File: src/rtl/refresh_sched_pkg.sv
package refresh_sched_pkg;

  // Strobes handed from the timing control to the backlog datapath.
  typedef struct packed {
    logic intervalTick;  // one average refresh interval has elapsed
    logic ackPulse;      // sequencer reports a finished refresh
    logic swClear;       // software wrote 0 to the backlog flag
    logic flush;         // scheduler disabled: drop all state
  } sched_strobe_t;

  typedef enum logic [1:0] {
    MODE_YIELD    = 2'b00,
    MODE_ESCALATE = 2'b01,
    MODE_FORCE    = 2'b10,
    MODE_ESC_ALT  = 2'b11
  } prio_mode_e;

endpackage

File: src/rtl/refresh_sched_ctrl.sv
module refresh_sched_ctrl
  import refresh_sched_pkg::*;
#(
  parameter int CPU_W       = 8,
  parameter int CODE_W      = 2,
  parameter int BASE_TENTHS = 39
) (
  input  logic              clk,
  input  logic              rstN,
  input  logic              enable,
  input  logic [CPU_W-1:0]  cyclesPerUs,
  input  logic [CODE_W-1:0] intervalCode,
  input  logic              refreshAck,
  input  logic              statusWrEn,
  input  logic              statusWrData,
  output sched_strobe_t     strobes
);

  localparam int ACC_W   = CPU_W + 1;
  localparam int LONGEST = BASE_TENTHS << ((1 << CODE_W) - 1);
  localparam int CNT_W   = $clog2(LONGEST + 1);

  logic [ACC_W-1:0] accQ;
  logic [ACC_W-1:0] accSum;
  logic [ACC_W-1:0] accNext;
  logic             tenthTick;

  logic [CNT_W-1:0] tenthCntQ;
  logic [CNT_W-1:0] tenthCntNext;
  logic [CNT_W-1:0] lastIdx;
  logic             intervalEnd;

  // Fractional divider: 10 tenths of a microsecond per cyclesPerUs clocks.
  always_comb begin
    accSum    = accQ + ACC_W'(10);
    tenthTick = enable && (accSum >= {1'b0, cyclesPerUs});
    accNext   = tenthTick ? (accSum - {1'b0, cyclesPerUs}) : accSum;
  end

  always_ff @(posedge clk or negedge rstN) begin
    if (!rstN)       accQ <= '0;
    else if (!enable) accQ <= '0;
    else             accQ <= accNext;
  end

  // Interval counter over tenth steps; end index chosen by the code.
  always_comb begin
    lastIdx      = (CNT_W'(BASE_TENTHS) << intervalCode) - CNT_W'(1);
    intervalEnd  = tenthTick && (tenthCntQ >= lastIdx);
    tenthCntNext = tenthCntQ;
    if (tenthTick) begin
      tenthCntNext = intervalEnd ? '0 : tenthCntQ + CNT_W'(1);
    end
  end

  always_ff @(posedge clk or negedge rstN) begin
    if (!rstN)        tenthCntQ <= '0;
    else if (!enable) tenthCntQ <= '0;
    else              tenthCntQ <= tenthCntNext;
  end

  always_comb begin
    strobes.intervalTick = intervalEnd;
    strobes.ackPulse     = enable && refreshAck;
    strobes.swClear      = statusWrEn && !statusWrData;
    strobes.flush        = !enable;
  end

endmodule

File: src/rtl/refresh_sched_dp.sv
module refresh_sched_dp
  import refresh_sched_pkg::*;
#(
  parameter int PEND_MAX = 8,
  parameter int THRESH   = 4,
  parameter int RELEASE  = 1,
  parameter int PEND_W   = $clog2(PEND_MAX + 1)
) (
  input  logic              clk,
  input  logic              rstN,
  input  logic              enable,
  input  logic [1:0]        prioMode,
  input  logic              busBusy,
  input  sched_strobe_t     strobes,
  output logic              refreshReq,
  output logic              refreshUrgent,
  output logic [PEND_W-1:0] pendingCount,
  output logic              backlogFlag
);

  logic [PEND_W-1:0] pendQ;
  logic [PEND_W-1:0] pendNext;
  logic              ackOk;
  logic              urgentQ;
  logic              urgentNext;
  logic              flagQ;
  logic              flagNext;
  logic              flagSet;
  prio_mode_e        modeSel;

  assign modeSel = prio_mode_e'(prioMode);

  // Backlog count: saturating, tick and acknowledge cancel.
  always_comb begin
    ackOk    = strobes.ackPulse && (pendQ != '0);
    pendNext = pendQ;
    if (strobes.flush) begin
      pendNext = '0;
    end else if (strobes.intervalTick && ackOk) begin
      pendNext = pendQ;
    end else if (strobes.intervalTick) begin
      if (pendQ != PEND_W'(PEND_MAX)) pendNext = pendQ + PEND_W'(1);
    end else if (ackOk) begin
      pendNext = pendQ - PEND_W'(1);
    end
  end

  // Urgent state with hysteresis between threshold and release level.
  always_comb begin
    urgentNext = urgentQ;
    if (strobes.flush)                         urgentNext = 1'b0;
    else if (pendNext >= PEND_W'(THRESH))      urgentNext = 1'b1;
    else if (pendNext <= PEND_W'(RELEASE))     urgentNext = 1'b0;
  end

  // Sticky flag: hardware set beats a software clear.
  always_comb begin
    flagSet  = (pendNext >= PEND_W'(THRESH)) && (pendQ < PEND_W'(THRESH));
    flagNext = flagQ;
    if (flagSet)              flagNext = 1'b1;
    else if (strobes.swClear) flagNext = 1'b0;
  end

  always_ff @(posedge clk or negedge rstN) begin
    if (!rstN) begin
      pendQ   <= '0;
      urgentQ <= 1'b0;
      flagQ   <= 1'b0;
    end else begin
      pendQ   <= pendNext;
      urgentQ <= urgentNext;
      flagQ   <= flagNext;
    end
  end

  logic owed;
  logic urgentNow;

  always_comb begin
    owed = enable && (pendQ != '0);
    unique case (modeSel)
      MODE_YIELD:    urgentNow = 1'b0;
      MODE_FORCE:    urgentNow = owed;
      MODE_ESCALATE,
      MODE_ESC_ALT:  urgentNow = owed && urgentQ;
      default:       urgentNow = 1'b0;
    endcase
    refreshUrgent = urgentNow;
    refreshReq    = owed && (!busBusy || urgentNow);
    pendingCount  = pendQ;
    backlogFlag   = flagQ;
  end

endmodule

File: src/rtl/refresh_sched.sv
module refresh_sched
  import refresh_sched_pkg::*;
#(
  parameter int CPU_W       = 8,
  parameter int CODE_W      = 2,
  parameter int BASE_TENTHS = 39,
  parameter int PEND_MAX    = 8,
  parameter int THRESH      = 4,
  parameter int RELEASE     = 1,
  localparam int PEND_W     = $clog2(PEND_MAX + 1)
) (
  input  logic              clk,
  input  logic              rstN,
  input  logic              enable,
  input  logic [CPU_W-1:0]  cyclesPerUs,
  input  logic [CODE_W-1:0] intervalCode,
  input  logic [1:0]        prioMode,
  input  logic              refreshAck,
  input  logic              busBusy,
  input  logic              statusWrEn,
  input  logic              statusWrData,
  output logic              refreshReq,
  output logic              refreshUrgent,
  output logic [PEND_W-1:0] pendingCount,
  output logic              backlogFlag
);

  sched_strobe_t strobes;

  refresh_sched_ctrl #(
    .CPU_W      (CPU_W),
    .CODE_W     (CODE_W),
    .BASE_TENTHS(BASE_TENTHS)
  ) u_ctrl (
    .clk         (clk),
    .rstN        (rstN),
    .enable      (enable),
    .cyclesPerUs (cyclesPerUs),
    .intervalCode(intervalCode),
    .refreshAck  (refreshAck),
    .statusWrEn  (statusWrEn),
    .statusWrData(statusWrData),
    .strobes     (strobes)
  );

  refresh_sched_dp #(
    .PEND_MAX(PEND_MAX),
    .THRESH  (THRESH),
    .RELEASE (RELEASE),
    .PEND_W  (PEND_W)
  ) u_dp (
    .clk          (clk),
    .rstN         (rstN),
    .enable       (enable),
    .prioMode     (prioMode),
    .busBusy      (busBusy),
    .strobes      (strobes),
    .refreshReq   (refreshReq),
    .refreshUrgent(refreshUrgent),
    .pendingCount (pendingCount),
    .backlogFlag  (backlogFlag)
  );

endmodule

File: config.mk
export PLATFORM = sky130hd
export DESIGN_NAME = refresh_sched
export DESIGN_NICKNAME = d
export VERILOG_FILES = /design/src/rtl/refresh_sched_pkg.sv /design/src/rtl/refresh_sched_ctrl.sv /design/src/rtl/refresh_sched_dp.sv /design/src/rtl/refresh_sched.sv
export SDC_FILE = /design/constraint.sdc
export NUM_CORES = 1
export LEC_CHECK = 0
export ABC_AREA = 1
export BUFFER_PORTS_ARGS = -buffer_cell sky130_fd_sc_hd__buf_2
export CORE_ASPECT_RATIO = 1.4
export CORE_MARGIN = 3
export CORE_UTILIZATION = 44
export DETAILED_ROUTE_END_ITERATION = 16
export GPL_TIMING_DRIVEN = 1
export PLACE_DENSITY = 0.62
export SETUP_SLACK_MARGIN = 0.5
export SKIP_LAST_GASP = 1
export SLEW_MARGIN = 25
export SYNTH_ARGS = -nofsm -noshare
export SYNTH_HDL_FRONTEND = slang
export SYNTH_SLANG_ARGS = --single-unit
File: constraint.sdc
create_clock -name clk -period 6.41 [get_ports clk]
set_clock_uncertainty 0.15 [all_clocks]
set_input_delay 0.3205 -clock clk [delete_from_list [all_inputs] [get_ports clk]]
set_output_delay 0.3205 -clock clk [all_outputs]
set_load 0.02 [all_outputs]
==> impl_metrics.toml <==
[outcome]
status = "completed"

[final_layout]
fillers = 460
seqCellArea_sq_um = 601
multiInputGateArea_sq_um = 1260
fin_nets = 358
n_antenna_cell = 0
drive_above_1_share = 0.138
areaGrowthSynthToFinish_pct = 12.2

[logic_synthesis]
ys_seq_area_frac = 0.286
yosys.cell_types.count = 32
ys_warn_count = 0
synth-seq-cells = 24
synthCells = 283
synth_ff_type = "dfrtp_1"
synth.cell_area_sq_um = 2100
synthesis.nets = 329
syn_avg_cell_area_sq_um = 7.41
synth-async-reset-ratio = 1.00
synth_edf_count = 0

[detailed_routing]
wire_per_inst_um = 11.4
viasPerCell = 4.89
wl_met1_um = 1910
wl_met3_um = 51
ant_nets = 0
drt_first_pass_iters = 4
wl_met2_um = 2190
drt_first_iter_violations = 61
wl_um = 4240
drc_errors = 0
top_layer_used = "met4"
vias = 1824

[worst_setup_path]
critPathLaunchType = "flip-flop"
cp.arrival_ps = 3200
path_common_cell = "nand2_1"
critPathCaptureType = "flip-flop"
crit_path_top_delay_cell = "nand3_1"
path_delay_family = "simple AND/OR/NAND/NOR gates"
critPathBufInv = 2
crit_required_ps = 6420
critical_path_class = "flip-flop to flip-flop"
r2r_setup_slack_ps = 3210
crit_fanout = 17
worstPathCellList = "ha_1 > nor2_1 > inv_1 > a21oi_1 > nor2_1 > ha_1 > nand2_1 > inv_1 > a21oi_1 > nand2_1 > nand2_1 > nand3_1 > o32ai_1"
cpPeakStageDelay_ps = 520

[power_and_ir_drop]
seqPwrFrac = 0.279
p_comb_frac = 0.588
clkPwrFrac = 0.133
p_per_area_nw_per_um2 = 334
internal_power_mw = 0.420
irDropWorstVdd_mv = 0.196
leakagePower_nw = 1.27
switching_share = 0.465
p_sw_mw = 0.365

[clock_network]
cts_made_buffers = 3
clock_latency_ps = 270
ctsRootBufferMaster = "clkbuf_8"
path_clk_slew_ps = 90
cts_buffer_depth = 2
cts_tree = "done"
cts.sinks = 24
hold_buffers = 1
htree_levels = 1
cts_resized = 0
post-cts-setup-buffers = 0

[floorplan]
fp.dieH_um = 87.7
rows = 29
die-area_sq_um = 5650
die_x_um = 64.4
coreArea_sq_um = 4570
initial_core_util = 0.459
num_io_pins = 26

[timing]
finalSetupViolCount = 0
maxSlewViolCount = 0
period_share = 0.498
slew_headroom = 0.531
hold_viol = 0
grt_setup_unrepaired = "false"
fin_tns_setup_ps = 0
tightest_slew_ps = 702
layout_min_cycle_time_ps = 3200
whs_ps = 144
fmax_mhz = 313

[grt]
first_global_vias = 1822
grt_pass1_wl_um = 7550
grt_usage = 0.167
grt_start_max_net_pins = 25
grt.overflow.total = 0
antenna_found_initial = 0

[worst_hold_path]
hold_class = "input port to flip-flop"

[job]
cap_violations = 0

[place]
numPortBuffers = 25
dp_hpwl_um = 3450
gp_routability_congestion = 0.863
-- power by group through the flow --
stage	registers [mW]	clock network, mW	logic (mW)
CTS	0.219	0.107	0.469
global placement	0.221	0	0.462
global route	0.223	0.113	0.538
finish	0.219	0.104	0.462
floorplan	0.227	0	0.359
detailed placement	0.222	0	0.467
-- synth_stat cells (2+ instances only) --
cell type   n  share of area
nand3b_1    2         0.0072
nor2_4      2          0.011
nand2_1    63           0.11
inv_1      58           0.10
nor2_2      2         0.0060
o22ai_1    11          0.033
a21oi_1    12          0.029
nor2_1     15          0.027
xnor2_1     4          0.017
nand3_1    13          0.031
xor2_1     13          0.054
o22ai_2     2          0.012
ha_1       26           0.16
nand4_1     3         0.0089
dfrtp_1    24           0.29
a31oi_1     2         0.0060
o21ai_0     9          0.021
o21ai_1     3         0.0072
nor3_1      4         0.0095
nand2_2     3         0.0089
-- worst reg2reg max path: cells and delay by family (launching register included) --
| family | cells | cell delay, ps |
|---|---|---|
| adder cells (fa/ha/maj) | 2 | 560 |
| flip-flops | 1 | 440 |
| buffers and inverters | 2 | 100 |
| AND/OR/NAND/NOR | 6 | 1090 |
| AO/OA/AOI/OAI | 3 | 740 |
-- kinds of logic (layout without fill, tap and decap cells) --
logic type      count (synthesis)  count (layout)  synth area share
simple gates                  112             112             0.246
buf+inv                        61              89             0.112
compound gates                 41              41             0.116
fa+ha+maj                      27              27             0.165
flops                          24              24             0.286
xor+xnor                       17              17            0.0710
mux                             1               1           0.00477
-- cell usage in the layout (no fill, tap or decap), types with 9 or more instances in the layout --
cell type,Yosys,layout
inv_1,58,58
buf_2,1,25
o21ai_0,9,9
xor2_1,13,13
ha_1,26,26
a21oi_1,12,12
nor2_1,15,15
nand2_1,63,63
o22ai_1,11,11
dfrtp_1,24,24
nand3_1,13,13
-- routing by layer --
metal / global-route usage / vias to the layer above
met3: 0.0154 / 7
met1: 0.192 / 843
li1: - / 960
met4: 0.0615 / 0
met5: 0 / -
met2: 0.318 / 14
-- cell type report --
class | count | share of cell area
clock buffers | 4 | 0.0234
inverters | 59 | 0.0941
multi-input cells | 198 | 0.537
flip-flops and latches | 24 | 0.255
well taps | 62 | 0.0330
repair buffers | 26 | 0.0574
-- sequential cells by signal, indices dropped and copies added, names as in the netlist --
name / flops
u_ctrl.accQ: 9
u_ctrl.tenthCntQ: 9
u_dp.backlogFlag: 1
u_dp.pendingCount: 4
u_dp.urgentQ: 1
-- stage by stage --
step	total power, mW	area (sq um)	setup WS [ps]	std cells	utilization
finish	0.785	2350	3210	373	0.515
global route	0.874	2350	2810	373	0.515
CTS	0.795	2350	3150	373	0.515
detailed placement	0.690	2290	3170	368	0.501
global placement	0.683	2290	3280	368	0.501
floorplan	0.586	2100	3830	283	-
-- final timing paths --
path / cells after the start / startpoint / to
max: 13 / u_ctrl.accQ[1] / u_ctrl.accQ[5]
min: 3 / statusWrData / u_dp.backlogFlag
max reg2reg: 13 / u_ctrl.accQ[1] / u_ctrl.accQ[5]
min reg2reg: 2 / u_dp.urgentQ / u_dp.urgentQ
max in group asynchronous: 2 / rstN / u_ctrl.accQ[3]
min in group asynchronous: 2 / rstN / u_dp.pendingCount[2]
Power figures use the tool's default switching activity.
